--- src/rtl/chan_seq_pkg.sv ---
package chan_seq_pkg;
  typedef enum logic [1:0] {
    CTX_IDLE = 2'd0,
    CTX_TBL  = 2'd1,
    CTX_CWF  = 2'd2,
    CTX_AWX  = 2'd3
  } ctx_st_e;

  typedef enum logic [1:0] {
    CMD_NONE = 2'd0,
    CMD_TBL  = 2'd1,
    CMD_RD   = 2'd2,
    CMD_WR   = 2'd3
  } chan_cmd_e;

  typedef enum logic [1:0] {
    SEQ_IDLE = 2'd0,
    SEQ_RUN  = 2'd1,
    SEQ_DONE = 2'd2
  } seq_e;

  localparam int ORD_W     = 2;
  localparam int ORD_STORE = 1;
  localparam int ORD_LAST  = 0;
endpackage

--- src/rtl/chan_req_latch.sv ---
module chan_req_latch #(
  parameter int NUM_DEV = 16,
  localparam int DEV_W  = $clog2(NUM_DEV)
) (
  input  logic               clk_i,
  input  logic               rst_ni,
  input  logic [NUM_DEV-1:0] req_i,
  input  logic               busy_i,
  input  logic               clr_i,
  input  logic [DEV_W-1:0]   clr_idx_i,
  output logic [NUM_DEV-1:0] sr_o
);
  for (genvar g = 0; g < NUM_DEV; g++) begin : g_lat
    always_ff @(posedge clk_i or negedge rst_ni) begin
      if (!rst_ni)                               sr_o[g] <= 1'b0;
      else if (clr_i && clr_idx_i == DEV_W'(g))  sr_o[g] <= 1'b0;
      else if (!busy_i && req_i[g])              sr_o[g] <= 1'b1;
    end


    set_idle_chk: assert property (@(posedge clk_i) disable iff (!rst_ni)
      $rose(sr_o[g]) |-> !$past(busy_i));
  end
endmodule

--- src/rtl/chan_pick.sv ---
module chan_pick #(
  parameter int NUM_DEV = 16,
  localparam int DEV_W  = $clog2(NUM_DEV)
) (
  input  logic [NUM_DEV-1:0] req_i,
  output logic               any_o,
  output logic [DEV_W-1:0]   idx_o
);
  // descending scan: last hit is the lowest number
  always_comb begin
    any_o = 1'b0;
    idx_o = '0;
    for (int i = NUM_DEV - 1; i >= 0; i--) begin
      if (req_i[i]) begin
        any_o = 1'b1;
        idx_o = DEV_W'(i);
      end
    end
  end
endmodule

--- src/rtl/chan_ctx_ram.sv ---
module chan_ctx_ram #(
  parameter int DEPTH          = 16,
  parameter int W              = 16,
  parameter logic [W-1:0] INIT = '0,
  localparam int AW            = $clog2(DEPTH)
) (
  input  logic          clk_i,
  input  logic          rst_ni,
  input  logic          we_i,
  input  logic [AW-1:0] waddr_i,
  input  logic [W-1:0]  wdata_i,
  input  logic [AW-1:0] raddr_i,
  output logic [W-1:0]  rdata_o
);
  logic [W-1:0] mem_q [DEPTH];

  always_ff @(posedge clk_i or negedge rst_ni) begin
    if (!rst_ni) begin
      for (int i = 0; i < DEPTH; i++) mem_q[i] <= INIT;
    end else if (we_i) begin
      mem_q[waddr_i] <= wdata_i;
    end
  end

  assign rdata_o = mem_q[raddr_i];
endmodule

--- src/rtl/chan_ctx_seq.sv ---
module chan_ctx_seq
  import chan_seq_pkg::*;
#(
  parameter int NUM_DEV       = 16,
  parameter int DATA_W        = 16,
  parameter int WORDS_PER_DEV = 4,
  localparam int DEV_W        = $clog2(NUM_DEV),
  localparam int TBL_SHIFT    = $clog2(WORDS_PER_DEV)
) (
  input  logic               clk_i,
  input  logic               rst_ni,
  input  logic [NUM_DEV-1:0] srv_req_i,
  input  logic               poll_i,
  output logic               poll_o,
  input  logic               so_i,
  input  logic [DATA_W-1:0]  data_i,
  output logic               s1_o,
  output logic [1:0]         cmd_o,
  output logic [DATA_W-1:0]  bus_o
);
  seq_e              seq_q;
  ctx_st_e           st_q;
  logic [DATA_W-1:0] addr_q;
  logic [ORD_W-1:0]  ord_q;
  logic [DEV_W-1:0]  cur_q;

  logic [NUM_DEV-1:0] sr;
  logic               pick_any;
  logic [DEV_W-1:0]   pick_idx;

  logic [1:0]        st_rd;
  logic [DATA_W-1:0] addr_rd;
  logic [ORD_W-1:0]  ord_rd;

  logic              wb_en;
  ctx_st_e           st_wd;
  logic [DATA_W-1:0] addr_wd;
  logic [ORD_W-1:0]  ord_wd;

  logic busy, clr;

  assign busy  = (seq_q != SEQ_IDLE);
  assign clr   = (seq_q == SEQ_DONE) && !so_i;   // trailing edge of SO
  assign wb_en = (seq_q == SEQ_RUN) && so_i;

  chan_req_latch #(.NUM_DEV(NUM_DEV)) u_lat (
    .clk_i, .rst_ni, .req_i(srv_req_i), .busy_i(busy),
    .clr_i(clr), .clr_idx_i(cur_q), .sr_o(sr)
  );

  chan_pick #(.NUM_DEV(NUM_DEV)) u_pick (
    .req_i(sr), .any_o(pick_any), .idx_o(pick_idx)
  );

  chan_ctx_ram #(.DEPTH(NUM_DEV), .W(2), .INIT(CTX_IDLE)) u_st_ram (
    .clk_i, .rst_ni, .we_i(wb_en), .waddr_i(cur_q), .wdata_i(st_wd),
    .raddr_i(pick_idx), .rdata_o(st_rd)
  );

  chan_ctx_ram #(.DEPTH(NUM_DEV), .W(DATA_W)) u_addr_ram (
    .clk_i, .rst_ni, .we_i(wb_en), .waddr_i(cur_q), .wdata_i(addr_wd),
    .raddr_i(pick_idx), .rdata_o(addr_rd)
  );

  chan_ctx_ram #(.DEPTH(NUM_DEV), .W(ORD_W)) u_ord_ram (
    .clk_i, .rst_ni, .we_i(wb_en), .waddr_i(cur_q), .wdata_i(ord_wd),
    .raddr_i(pick_idx), .rdata_o(ord_rd)
  );

  always_ff @(posedge clk_i or negedge rst_ni) begin
    if (!rst_ni) begin
      seq_q  <= SEQ_IDLE;
      st_q   <= CTX_IDLE;
      addr_q <= '0;
      ord_q  <= '0;
      cur_q  <= '0;
    end else begin
      unique case (seq_q)
        SEQ_IDLE: if (pick_any) begin
          cur_q  <= pick_idx;
          st_q   <= ctx_st_e'(st_rd);
          addr_q <= addr_rd;
          ord_q  <= ord_rd;
          seq_q  <= SEQ_RUN;
        end
        SEQ_RUN:  if (so_i)  seq_q <= SEQ_DONE;
        SEQ_DONE: if (!so_i) seq_q <= SEQ_IDLE;
        default:  seq_q <= SEQ_IDLE;
      endcase
    end
  end

  // context write-back on SO
  always_comb begin
    st_wd   = CTX_CWF;
    addr_wd = addr_q + DATA_W'(1);
    ord_wd  = ord_q;
    unique case (st_q)
      CTX_IDLE, CTX_TBL: addr_wd = data_i;
      CTX_CWF: begin
        st_wd  = CTX_AWX;
        ord_wd = data_i[DATA_W-1 -: ORD_W];
      end
      CTX_AWX: st_wd = ord_q[ORD_LAST] ? CTX_IDLE : CTX_CWF;
      default: ;
    endcase
  end

  logic [DATA_W-1:0] tbl_addr;
  assign tbl_addr = DATA_W'({cur_q, {TBL_SHIFT{1'b0}}});

  always_comb begin
    cmd_o = CMD_NONE;
    bus_o = '0;
    if (seq_q == SEQ_RUN) begin
      unique case (st_q)
        CTX_IDLE, CTX_TBL: begin cmd_o = CMD_TBL; bus_o = tbl_addr; end
        CTX_CWF:           begin cmd_o = CMD_RD;  bus_o = addr_q;   end
        CTX_AWX: begin
          cmd_o = ord_q[ORD_STORE] ? CMD_WR : CMD_RD;
          bus_o = addr_q;
        end
        default: ;
      endcase
    end
  end

  assign s1_o   = (seq_q == SEQ_RUN);
  assign poll_o = poll_i && (sr == '0);


  s1_hold_chk: assert property (@(posedge clk_i) disable iff (!rst_ni)
    s1_o && !so_i |=> s1_o && $stable(bus_o) && $stable(cmd_o));


  s1_drop_chk: assert property (@(posedge clk_i) disable iff (!rst_ni)
    s1_o && so_i |=> !s1_o);


  tbl_align_chk: assert property (@(posedge clk_i) disable iff (!rst_ni)
    s1_o && cmd_o == CMD_TBL |-> bus_o[TBL_SHIFT-1:0] == '0);


  poll_block_chk: assert property (@(posedge clk_i) disable iff (!rst_ni)
    s1_o |-> !poll_o);
endmodule

--- config.mk ---
export PLATFORM = sky130hd
export DESIGN_NAME = chan_ctx_seq
export DESIGN_NICKNAME = d
export VERILOG_FILES = /design/src/rtl/chan_seq_pkg.sv /design/src/rtl/chan_req_latch.sv /design/src/rtl/chan_pick.sv /design/src/rtl/chan_ctx_ram.sv /design/src/rtl/chan_ctx_seq.sv
export SDC_FILE = /design/constraint.sdc
export NUM_CORES = 1
export LEC_CHECK = 0
export BUFFER_PORTS_ARGS = -buffer_cell sky130_fd_sc_hd__buf_2
export CORE_ASPECT_RATIO = 0.8
export CORE_MARGIN = 2
export CORE_UTILIZATION = 55
export CTS_CLUSTER_DIAMETER = 50
export DETAILED_ROUTE_END_ITERATION = 12
export PLACE_DENSITY = 0.75
export SLEW_MARGIN = 20
export SYNTH_ARGS = -nofsm -noshare
export SYNTH_HDL_FRONTEND = slang
export SYNTH_SLANG_ARGS = --single-unit
--- constraint.sdc ---
create_clock -name clk_i -period 2.8 [get_ports clk_i]
set_clock_uncertainty 0.2 [all_clocks]
set_input_delay 0 -clock clk_i [delete_from_list [all_inputs] [get_ports clk_i]]
set_output_delay 0 -clock clk_i [all_outputs]
set_load 0.03 [all_outputs]
# After elaboration in Yosys (flattened, before gate mapping)
# Index checks and enable logic that the tools add are counted.
# W data, S select, Z words.
[totals]
regBits = 362
inputBits = 36
out_inout_bits = 20
wordCells = 254
[classes]
add_sub_neg = 1
n_lt_le_gt_ge = 3
n_eq_ne = 23
n_mux = 93
n_bitwise = 2
reduce_logical = 63
[op_table]
columns = ["op", "n"]
rows = [
  ["$bwmux W256", 1],
  ["$mux W16", 5],
  ["$bmux W16 S4", 1],
  ["$bwmux W32", 2],
  ["$demux W16 S4", 1],
  ["$mux W4", 16],
  ["$mux W1", 49],
  ["$logic_and A1 B1 Y1", 36],
  ["$reduce_bool A2 Y1", 17],
  ["$eq A4 B4 Y1 const B", 8],
  ["$pmux W16 S2", 1],
  ["$mux W2", 11],
  ["$add A16 B1 Y16 const B", 1],
  ["$bmux W2 S4", 2],
  ["$eq A4 B3 Y1 const B", 4],
  ["$logic_not A16 Y1", 1],
  ["$pmux W2 S3", 2],
  ["$ge A5 B5 Y1 const B", 2],
  ["$not A4 Y5", 2],
  ["$demux W2 S4", 1],
  ["$eq A4 B2 Y1 const B", 2],
  ["$eq A2 B2 Y1 const B", 3],
  ["$ne A2 B2 Y1 const B", 3],
  ["$lt A5 B1 Y1 const B", 1],
  ["9 further kinds", 13],
]

# Logic depth before layout (Yosys ltp)
# Gate-level depths: netlist (run 1).
[depth]
depth_word = 20
mapped_depth = 10

# Hierarchy
# Synthesis (run 1) repeated with hierarchy kept, for this count alone.
[hier_totals]
hier_cells = 1204
area_unflattened_um2 = 17367.9
[modules_own_cells]
columns = ["mod", "instances", "cells_each", "area_each_um2"]
rows = [
  ["chan_ctx_ram (u_addr_ram)", 1, 712, 11587.4],
  ["chan_ctx_ram (u_ord_ram ...)", 2, 111, 1566.5],
  ["chan_ctx_seq", 1, 180, 1714.1],
  ["chan_req_latch", 1, 57, 754.5],
  ["chan_pick", 1, 33, 178.9],
]

# Worst setup path after synthesis (run 1)
# OpenSTA, ideal clock, no wires.
[synth_timing]
kind = "flip-flop to flip-flop"
startpoint = "register u_lat.sr_o[10]"
endpoint = "register addr_q[12]"
arrival_ps = 2367
t_required_ps = 2463
setup_slack_ps = 96
stages_incl_launch_ff = 9
synth_period_minus_slack_ps = 2704
path_cell_list = "dfrtp_1 > inv_1 > a2111oi_2 > a211oi_2 > nor2_4 > buf_6 > mux4_2 > a2111oi_1 > a21oi_1"
[synth_between]
elab_chain_cells = 15
word_cells_on_any_way = 27
cone_classes = "mux: 25; bitwise: 1; reduce/logical: 1"
[synth_lines]
columns = ["item", "line_no", "source"]
rows = [
  ["start, declared", "chan_req_latch.sv:11", "output logic [NUM_DEV-1:0] sr_o"],
  ["start signal, assigned by index", "chan_req_latch.sv:15", "if (!rst_ni) sr_o[g] <= 1'b0;"],
  ["start signal, assigned by index", "chan_req_latch.sv:16", "else if (clr_i && clr_idx_i == DEV_W'(g)) sr_o[g] <= 1'b0;"],
  ["start signal, assigned by index", "chan_req_latch.sv:17", "else if (!busy_i && req_i[g]) sr_o[g] <= 1'b1;"],
  ["$mux W4 (11 in series)", "chan_pick.sv:14", "if (req_i[i]) begin"],
  ["$not A4 Y5 (implied by the code)", "chan_ctx_ram.sv:25", "assign rdata_o = mem_q[raddr_i];"],
  ["$bmux W16 S4", "chan_ctx_ram.sv:25", ""],
  ["$mux W16 (implied by the code) (2 in series)", "chan_ctx_ram.sv:25", ""],
  ["end signal, assigned", "chan_ctx_seq.sv:82", "addr_q <= addr_rd;"],
  ["end, declared", "chan_ctx_seq.sv:23", "logic [DATA_W-1:0] addr_q;"],
]
# Parallel ways exist; a longest one is shown, timed or not. The select of a mux whose other input is x is not followed.
# A chain may end at the register's enable or synchronous reset.

# Worst setup path after layout (run 1)
[layout_timing]
startpoint = "register u_lat.sr_o[11]"
endpoint = "register addr_q[0]"
[layout_between]
elab_chain_cells = 16
word_cells_on_any_way = 29
cone_classes = "mux: 27; bitwise: 1; reduce/logical: 1"
[layout_lines]
columns = ["item", "line_no"]
rows = [
  ["$mux W4 (12 in series)", "chan_pick.sv:14"],
  ["$not A4 Y5 (implied by the code)", "chan_ctx_ram.sv:25"],
  ["$bmux W16 S4", "chan_ctx_ram.sv:25"],
  ["$mux W16 (implied by the code) (2 in series)", "chan_ctx_ram.sv:25"],
]
# Parallel ways exist; a longest one is shown, timed or not. The select of a mux whose other input is x is not followed.

==> impl_metrics.prom, run 1 <==
# TYPE chip_impl_metric gauge
chip_impl_metric{name="fill_cells",unit=""} 2204
chip_impl_metric{name="viasPerCell",unit=""} 6.19
chip_impl_info{name="synth_commonest_cells",value="sky130_fd_sc_hd__dfrtp_1, sky130_fd_sc_hd__nand2_1, sky130_fd_sc_hd__o21ai_0"} 1
chip_impl_metric{name="final_core_utilization",unit=""} 0.666
chip_impl_info{name="timing.critical_path.from_type",value="flip-flop"} 1
chip_impl_metric{name="timing.critical_path.buf_inv",unit=""} 2
chip_impl_metric{name="initial_core_util",unit=""} 0.558
chip_impl_info{name="critical_path.endpoint",value="addr_q[0]$_DFFE_PN0P_"} 1
chip_impl_metric{name="finalSetupTns",unit="ns"} -0.152
chip_impl_metric{name="rows",unit=""} 56
chip_impl_metric{name="area_growth_syn_to_layout",unit="%"} 19.5
chip_impl_metric{name="required",unit="ns"} 3.00
chip_impl_metric{name="min_period_over_period",unit=""} 1.04
chip_impl_metric{name="firstDrtPassIters",unit=""} 6
chip_impl_metric{name="cp.depth",unit=""} 8
chip_impl_metric{name="pwr-share-clk",unit=""} 0.263
chip_impl_metric{name="multi_input_area",unit="mm^2"} 0.00689
chip_impl_metric{name="postRouteWirelength",unit="um"} 48300
chip_impl_metric{name="core",unit="mm^2"} 0.0292
chip_impl_metric{name="cpPeakStageDelay",unit="ns"} 0.56
chip_impl_metric{name="dp_hpwl",unit="um"} 27700
chip_impl_metric{name="groute.usage.overall",unit=""} 0.313
chip_impl_metric{name="synth.top_cell.area_share",unit=""} 0.556
chip_impl_metric{name="clkTransAtPathRegs",unit="ns"} 0.06
chip_impl_metric{name="antenna-diode-count",unit=""} 0
chip_impl_metric{name="mappedNetlistArea",unit="mm^2"} 0.0163
chip_impl_metric{name="switchingPower",unit="uW"} 6830
chip_impl_metric{name="p_sw_frac",unit=""} 0.365
chip_impl_metric{name="fin_hold_ws",unit="ns"} 0.108
chip_impl_metric{name="power.combinational.fraction",unit=""} 0.329
chip_impl_info{name="synthFlopType",value="sky130_fd_sc_hd__dfrtp_1"} 1
chip_impl_metric{name="setup_viol",unit=""} 4
chip_impl_metric{name="floorplan.die.width",unit="um"} 196
chip_impl_info{name="cts_tree",value="yes"} 1
chip_impl_metric{name="drt-initial-drc-count",unit=""} 1376
chip_impl_info{name="crit_chain",value="a2111oi_4 > a211oi_4 > nor2_4 > buf_4 > clkbuf_16 > mux4_1 > a2111oi_2 > a22oi_1"} 1
chip_impl_metric{name="antenna_left",unit=""} 0
chip_impl_metric{name="synth_seq_cells",unit=""} 362
chip_impl_metric{name="wire_length_of_the_first_global_routing_pass",unit="um"} 74200
chip_impl_metric{name="power_leakage",unit="uW"} 0.00933
chip_impl_metric{name="final_hold_viol_count",unit=""} 0
chip_impl_info{name="hold_class",value="in2reg"} 1
chip_impl_metric{name="htree_levels",unit=""} 2
chip_impl_metric{name="max_ir_drop_vdd",unit="V"} 0.000663
chip_impl_info{name="synth.area.top_cells",value="sky130_fd_sc_hd__dfrtp_1, sky130_fd_sc_hd__o21ai_0, sky130_fd_sc_hd__nand2_1"} 1
chip_impl_metric{name="cts_num_sinks",unit=""} 362
chip_impl_metric{name="post-layout-total-power",unit="uW"} 18700
chip_impl_metric{name="clock_latency",unit="ns"} 0.54
chip_impl_metric{name="post-route-cell-area",unit="mm^2"} 0.0195
chip_impl_metric{name="r2r.worst_path.cells",unit=""} 8
chip_impl_metric{name="die_outline_area",unit="mm^2"} 0.0310
chip_impl_metric{name="initial_antenna_violation_count",unit=""} 0
chip_impl_metric{name="post_synth.cell_area_avg",unit="um^2"} 9.82
chip_impl_info{name="worst_r2r_startpoint",value="u_lat.sr_o[11]$_DFFE_PN0P_"} 1
chip_impl_info{name="cts_root_buffer",value="sky130_fd_sc_hd__clkbuf_16"} 1
chip_impl_metric{name="synth-edff-count",unit=""} 0
chip_impl_metric{name="yosys_warnings",unit=""} 0
chip_impl_info{name="critical_path.top_delay_family",value="compound AO/OA/AOI/OAI gates"} 1
chip_impl_metric{name="relSlewSlack",unit=""} 0.555
chip_impl_metric{name="critPathArrivalTime",unit="ns"} 3.10
chip_impl_metric{name="syn_inst",unit=""} 1658
chip_impl_metric{name="finalNetCount",unit=""} 1799
chip_impl_info{name="failed_checks",value="negative setup slack"} 1
chip_impl_metric{name="power.density",unit="mW/mm^2"} 959
chip_impl_metric{name="gr-total-overflow",unit=""} 0
chip_impl_metric{name="worstPathMaxFanout",unit=""} 6
chip_impl_metric{name="placement.cell_area",unit="mm^2"} 0.0174
chip_impl_metric{name="grt_pass1_vias",unit=""} 13422
chip_impl_metric{name="synth_fp_nets",unit=""} 1695
chip_impl_metric{name="ctsLongestPathBuffers",unit=""} 3
chip_impl_metric{name="yosys.cell_types.count",unit=""} 45
chip_impl_info{name="outcome",value="finished, violations left"} 1
chip_impl_metric{name="internal-power",unit="uW"} 11900
chip_impl_metric{name="reported_max_cap_violation_count",unit=""} 0
chip_impl_metric{name="drive_above_1_share",unit=""} 0.152
chip_impl_metric{name="ioPinCount",unit=""} 56
chip_impl_info{name="worst-setup-path-type",value="reg2reg"} 1
chip_impl_metric{name="post-route-min-period",unit="ns"} 2.90
chip_impl_metric{name="fmax",unit="MHz"} 344
chip_impl_metric{name="largest_net_degree_at_the_start_of_global_routing",unit=""} 64
chip_impl_metric{name="die_h",unit="um"} 158
chip_impl_info{name="rsz0062_at_grt",value="yes"} 1
chip_impl_metric{name="wl_per_cell",unit="um"} 22.3
chip_impl_metric{name="synth_sequential_area_ratio",unit=""} 0.556
chip_impl_metric{name="place.gp.congestion",unit=""} 0.944
chip_impl_metric{name="regArea",unit="mm^2"} 0.00906
chip_impl_metric{name="final_slew_violations",unit=""} 0
chip_impl_metric{name="detailroute.via_count",unit=""} 13384
chip_impl_info{name="slowest_stage",value="sky130_fd_sc_hd__mux4_1"} 1
chip_impl_metric{name="reg2reg_slack",unit="ns"} -0.10
chip_impl_info{name="startpoint",value="u_lat.sr_o[11]$_DFFE_PN0P_"} 1
chip_impl_metric{name="power_frac_seq",unit=""} 0.407
chip_impl_info{name="timing.rr.end",value="addr_q[0]$_DFFE_PN0P_"} 1
chip_impl_info{name="cell_type_with_the_highest_aggregate_area_in_the_netlist",value="sky130_fd_sc_hd__dfrtp_1"} 1
chip_impl_metric{name="drcViolationCount",unit=""} 0
chip_impl_metric{name="fin_worst_setup_slack",unit="ns"} -0.103
chip_impl_metric{name="io_buffer_count",unit=""} 55
chip_impl_metric{name="worst_slew_pin_tran",unit="ns"} 0.667
chip_impl_info{name="endpoint_kind",value="flip-flop"} 1
chip_impl_metric{name="ys_async_sr_fraction",unit=""} 1.00
chip_impl_info{name="yosysMostFrequentCell",value="sky130_fd_sc_hd__dfrtp_1"} 1
chip_impl_metric{name="numCtsBuffers",unit=""} 37
==> kinds of logic (layout without fill, tap and decap cells) <==
| group | Yosys count | count (layout) | share of synthesized area |
|---|---|---|---|
| AO/OA/AOI/OAI | 483 | 483 | 0.163 |
| XOR/XNOR | 12 | 12 | 0.00645 |
| adder cells (fa/ha/maj) | 1 | 1 | 0.000768 |
| buffers and inverters | 149 | 277 | 0.0371 |
| flip-flops | 362 | 362 | 0.556 |
| multiplexers | 153 | 153 | 0.110 |
| AND/OR/NAND/NOR | 498 | 498 | 0.127 |
==> layer usage <==
| metal | global-route usage | share of wire |
|---|---|---|
| met3 | 0.0733 | 0.091 |
| met5 | 0 | 0 |
| met1 | 0.413 | 0.41 |
| met2 | 0.500 | 0.46 |
| met4 | 0.136 | 0.041 |
==> worst min-delay path by stage <==
stage	startpoint	to	slack [ns]	cells after the start
2_1_floorplan	rst_ni	addr_q[0]$_DFFE_PN0P_	-0.50	0
4_1_cts	srv_req_i[12]	u_lat.sr_o[12]$_DFFE_PN0P_	0.08	4
6_report	srv_req_i[4]	u_lat.sr_o[4]$_DFFE_PN0P_	0.11	4
5_1_grt	srv_req_i[4]	u_lat.sr_o[4]$_DFFE_PN0P_	0.11	4
3_5_place_dp	rst_ni	u_addr_ram.mem_q[157]$_DFFE_PN0P_	-0.21	1
3_3_place_gp	rst_ni	u_addr_ram.mem_q[157]$_DFFE_PN0P_	-0.21	1
==> power by group through the flow <==
stage          registers, uW  logic [uW]  clock network, uW
2_1_floorplan           7240        3780                  0
3_3_place_gp            7540        5390                  0
3_5_place_dp            7610        5580                  0
4_1_cts                 7540        5710               4960
5_1_grt                 7730        6730               5190
6_report                7600        6150               4920
==> flip-flops by register name, indices dropped and copies added (netlist names) <==
signal	count
u_ord_ram.mem_q	32
u_addr_ram.mem_q	256
cur_q	4
ord_q	2
addr_q	16
st_q	2
seq_q	2
u_st_ram.mem_q	32
u_lat.sr_o	16
==> placed cells by master (no fill, tap or decap), drive strengths merged, types with 21 or more instances in the layout <==
cell type    netlist  final
nor2              41     41
a2111oi           21     21
nor3              45     45
buf               19    160
o21ai            358    358
clkbuf           124     62
mux2i            133    133
nand2            355    355
dfrtp            362    362
a21oi             53     53
dlygate4sd3        0     44
==> worst reg2reg max path: stages (launching register included) <==
cell                        delay, ns
sky130_fd_sc_hd__dfrtp_2         0.44
sky130_fd_sc_hd__a2111oi_4       0.41
sky130_fd_sc_hd__a211oi_4        0.12
sky130_fd_sc_hd__nor2_4          0.23
sky130_fd_sc_hd__buf_4           0.19
sky130_fd_sc_hd__clkbuf_16       0.16
sky130_fd_sc_hd__mux4_1          0.56
sky130_fd_sc_hd__a2111oi_2       0.36
sky130_fd_sc_hd__a22oi_1         0.10
==> per-stage QoR <==
step,cells,setup slack [ns]
6_report,2163,-0.103
5_1_grt,2163,-0.139
4_1_cts,2151,-0.000858
3_5_place_dp,2043,-0.0329
3_3_place_gp,2043,0.0120
2_1_floorplan,1658,0.0961
==> what timing repair did <==
item | in CTS | in global routing
hold endpoints to repair | 668 | 0
hold buffers | 45 | 0
buffers inserted | 0 | 8
cloned | 0 | 4
pin swaps | 1 | 8
resized for setup | 3 | 40
setup endpoints to repair | 4 | 23
==> area by class of cell <==
cell class | instances | share of cell area
repair buffers | 208 | 0.0940
clock inverters | 5 | 0.00321
inverters | 6 | 0.00116
multi-input cells | 1147 | 0.354
flip-flops and latches | 362 | 0.465
well taps | 377 | 0.0242
clock buffers | 58 | 0.0579
(Power assumes the default switching activity.)
==> inputs of run 2 (changes only) <==
Settings changed: CTS_BUF_LIST set to sky130_fd_sc_hd__clkbuf_8 sky130_fd_sc_hd__clkbuf_16.
==> impl_metrics.prom, run 2 (same netlist as run 1, synthesis figures left out) <==
# TYPE chip_impl_metric gauge
chip_impl_metric{name="detailroute.via_count",unit=""} 13443
chip_impl_metric{name="drcViolationCount",unit=""} 0
chip_impl_metric{name="setup_viol",unit=""} 4
chip_impl_metric{name="clkTransAtPathRegs",unit="ns"} 0.06
chip_impl_metric{name="fmax",unit="MHz"} 344
chip_impl_info{name="largestRegisters",value="u_addr_ram.mem_q (256), u_ord_ram.mem_q (32), u_st_ram.mem_q (32)"} 1
chip_impl_metric{name="max_ir_drop_vdd",unit="V"} 0.000664
chip_impl_metric{name="cts_num_sinks",unit=""} 362
chip_impl_metric{name="global_route.usage.met2",unit=""} 0.500
chip_impl_metric{name="final_hold_viol_count",unit=""} 0
chip_impl_metric{name="core",unit="mm^2"} 0.0292
chip_impl_metric{name="final_slew_violations",unit=""} 0
chip_impl_info{name="cts_tree",value="yes"} 1
chip_impl_metric{name="die_h",unit="um"} 158
chip_impl_metric{name="fin_worst_setup_slack",unit="ns"} -0.110
chip_impl_metric{name="groute.usage.overall",unit=""} 0.313
chip_impl_metric{name="floorplan.die.width",unit="um"} 196
chip_impl_metric{name="required",unit="ns"} 3.00
chip_impl_metric{name="grt_pass1_vias",unit=""} 13422
chip_impl_metric{name="relSlewSlack",unit=""} 0.540
chip_impl_info{name="failed_checks",value="negative setup slack"} 1
chip_impl_info{name="leading_cell_types_in_the_layout_fill_and_taps_excluded",value="sky130_fd_sc_hd__dfrtp_1, sky130_fd_sc_hd__nand2_1, sky130_fd_sc_hd__o21ai_0"} 1
chip_impl_metric{name="rows",unit=""} 56
chip_impl_info{name="globalRoute.busiestLayer",value="met2"} 1
chip_impl_metric{name="final_cell_count_no_fill",unit=""} 2163
chip_impl_metric{name="wire_length_of_the_first_global_routing_pass",unit="um"} 74200
chip_impl_metric{name="dpl_worst_slack",unit="ns"} -0.0329
chip_impl_metric{name="largest_register_ffs",unit=""} 256
chip_impl_metric{name="fill_cells",unit=""} 2204
chip_impl_metric{name="post-route-min-period",unit="ns"} 2.91
chip_impl_info{name="hold_class",value="in2reg"} 1
chip_impl_metric{name="ctsLongestPathBuffers",unit=""} 3
chip_impl_metric{name="clock_latency",unit="ns"} 0.54
chip_impl_metric{name="finalSetupTns",unit="ns"} -0.171
chip_impl_info{name="largest_register",value="u_addr_ram.mem_q"} 1
chip_impl_metric{name="timing.critical_path.buf_inv",unit=""} 2
chip_impl_metric{name="place.gp.congestion",unit=""} 0.944
chip_impl_metric{name="drive_above_1_share",unit=""} 0.152
chip_impl_metric{name="area_growth_syn_to_layout",unit="%"} 19.5
chip_impl_metric{name="wl_per_cell",unit="um"} 22.3
chip_impl_info{name="crit_chain",value="a2111oi_4 > a211oi_4 > nor2_4 > buf_4 > clkbuf_16 > mux4_1 > a2111oi_2 > a22oi_1"} 1
chip_impl_info{name="rsz0062_at_grt",value="yes"} 1
chip_impl_metric{name="power_leakage",unit="uW"} 0.00937
chip_impl_metric{name="ioPinCount",unit=""} 56
chip_impl_metric{name="numCtsBuffers",unit=""} 37
chip_impl_metric{name="min_period_over_period",unit=""} 1.04
chip_impl_metric{name="power.density",unit="mW/mm^2"} 957
chip_impl_info{name="layout.cells.most_common",value="sky130_fd_sc_hd__dfrtp_1"} 1
chip_impl_metric{name="io_buffer_count",unit=""} 55
chip_impl_metric{name="antenna-diode-count",unit=""} 0
chip_impl_info{name="outcome",value="finished, violations left"} 1
chip_impl_metric{name="firstDrtPassIters",unit=""} 5
chip_impl_metric{name="die_outline_area",unit="mm^2"} 0.0310
chip_impl_metric{name="drt-initial-drc-count",unit=""} 1395
chip_impl_metric{name="gr-total-overflow",unit=""} 0
chip_impl_metric{name="worst_slew_pin_tran",unit="ns"} 0.690
chip_impl_metric{name="reported_max_cap_violation_count",unit=""} 0
chip_impl_metric{name="postRouteWirelength",unit="um"} 48300
chip_impl_info{name="critical_path.top_delay_family",value="compound AO/OA/AOI/OAI gates"} 1
chip_impl_metric{name="groute.layer.met1.usage",unit=""} 0.413
chip_impl_metric{name="antenna_left",unit=""} 0
chip_impl_info{name="slowest_stage",value="sky130_fd_sc_hd__mux4_1"} 1
chip_impl_metric{name="viasPerCell",unit=""} 6.21
chip_impl_metric{name="dp_hpwl",unit="um"} 27700
chip_impl_metric{name="initial_core_util",unit=""} 0.558
chip_impl_info{name="cts_root_buffer",value="sky130_fd_sc_hd__clkbuf_16"} 1
chip_impl_metric{name="grt.met3_usage",unit=""} 0.0733
chip_impl_metric{name="worstPathMaxFanout",unit=""} 6
chip_impl_info{name="worst-setup-path-type",value="reg2reg"} 1
chip_impl_info{name="endpoint_kind",value="flip-flop"} 1
chip_impl_info{name="timing.critical_path.from_type",value="flip-flop"} 1
chip_impl_metric{name="initial_antenna_violation_count",unit=""} 0
chip_impl_metric{name="critPathArrivalTime",unit="ns"} 3.11
chip_impl_metric{name="finalNetCount",unit=""} 1799
chip_impl_metric{name="largest_net_degree_at_the_start_of_global_routing",unit=""} 64
chip_impl_metric{name="htree_levels",unit=""} 2
chip_impl_metric{name="numPlacedInstances",unit=""} 2043
chip_impl_metric{name="final_core_utilization",unit=""} 0.666
chip_impl_metric{name="cpPeakStageDelay",unit="ns"} 0.56
[run 2: area by class of cell]
cell class              instances  area (um^2)  share of cell area
clock buffers                  47         1090              0.0558
inverters                       6         22.5             0.00116
multi-input cells            1147         6890               0.354
well taps                     377          472              0.0242
flip-flops and latches        362         9060               0.465
repair buffers                208         1830              0.0940
clock inverters                16          104             0.00533
[run 2: timing repair]
item | in CTS | in global routing
cloned | 0 | 4
endpoints found under the setup margin | 4 | 23
hold buffers | 45 | 0
gates resized for setup | 3 | 40
setup buffers | 0 | 8
endpoints found under the hold margin | 668 | 0
pin swaps | 1 | 8
[run 2: worst paths after layout]
| path | startpoint | end | slack, ns | depth (start not counted) |
|---|---|---|---|---|
| setup / recovery | u_lat.sr_o[11]$_DFFE_PN0P_ | addr_q[0]$_DFFE_PN0P_ | -0.11 | 8 |
| setup reg to reg | u_lat.sr_o[11]$_DFFE_PN0P_ | addr_q[0]$_DFFE_PN0P_ | -0.11 | 8 |
| hold reg to reg | u_addr_ram.mem_q[234]$_DFFE_PN0P_ | u_addr_ram.mem_q[234]$_DFFE_PN0P_ | 0.27 | 2 |
| hold / removal | srv_req_i[4] | u_lat.sr_o[4]$_DFFE_PN0P_ | 0.1 | 4 |
| max in group asynchronous | rst_ni | u_addr_ram.mem_q[3]$_DFFE_PN0P_ | 1.49 | 5 |
| min in group asynchronous | rst_ni | u_addr_ram.mem_q[243]$_DFFE_PN0P_ | 0.49 | 4 |
[run 2: through the flow]
stage / instance area, um^2 / hold WS [ns] / total power, uW
final: 19500 / 0.0990 / 18600
after global routing: 19500 / 0.107 / 19600
after CTS: 19100 / 0.0796 / 18200
after detailed placement: 17400 / -0.210 / 13200
after global placement: 17400 / -0.212 / 12900
after floorplan: 16300 / -0.496 / 11000
[run 2: tightest hold or removal path, stage by stage]
cell and delay (ns):
sky130_fd_sc_hd__dlygate4sd3_1 0.52, sky130_fd_sc_hd__buf_2 0.10, sky130_fd_sc_hd__a21oi_1 0.05, sky130_fd_sc_hd__a21oi_1 0.13
[run 2: routing by layer]
metal	wire length [um]	part of all wire
met3	4310	0.089
met5	0	0
met1	19800	0.41
met2	22200	0.46
met4	1920	0.040
[run 2: report_power, final]
| group | total (uW) | internal, uW | leakage (uW) | switching, uW |
|---|---|---|---|---|
| Clock | 4880 | 2820 | 0.000620 | 2070 |
| Sequential | 7600 | 6600 | 0.00476 | 1000 |
| Combinational | 6150 | 2390 | 0.00399 | 3760 |
| Total | 18600 | 11800 | 0.00937 | 6830 |
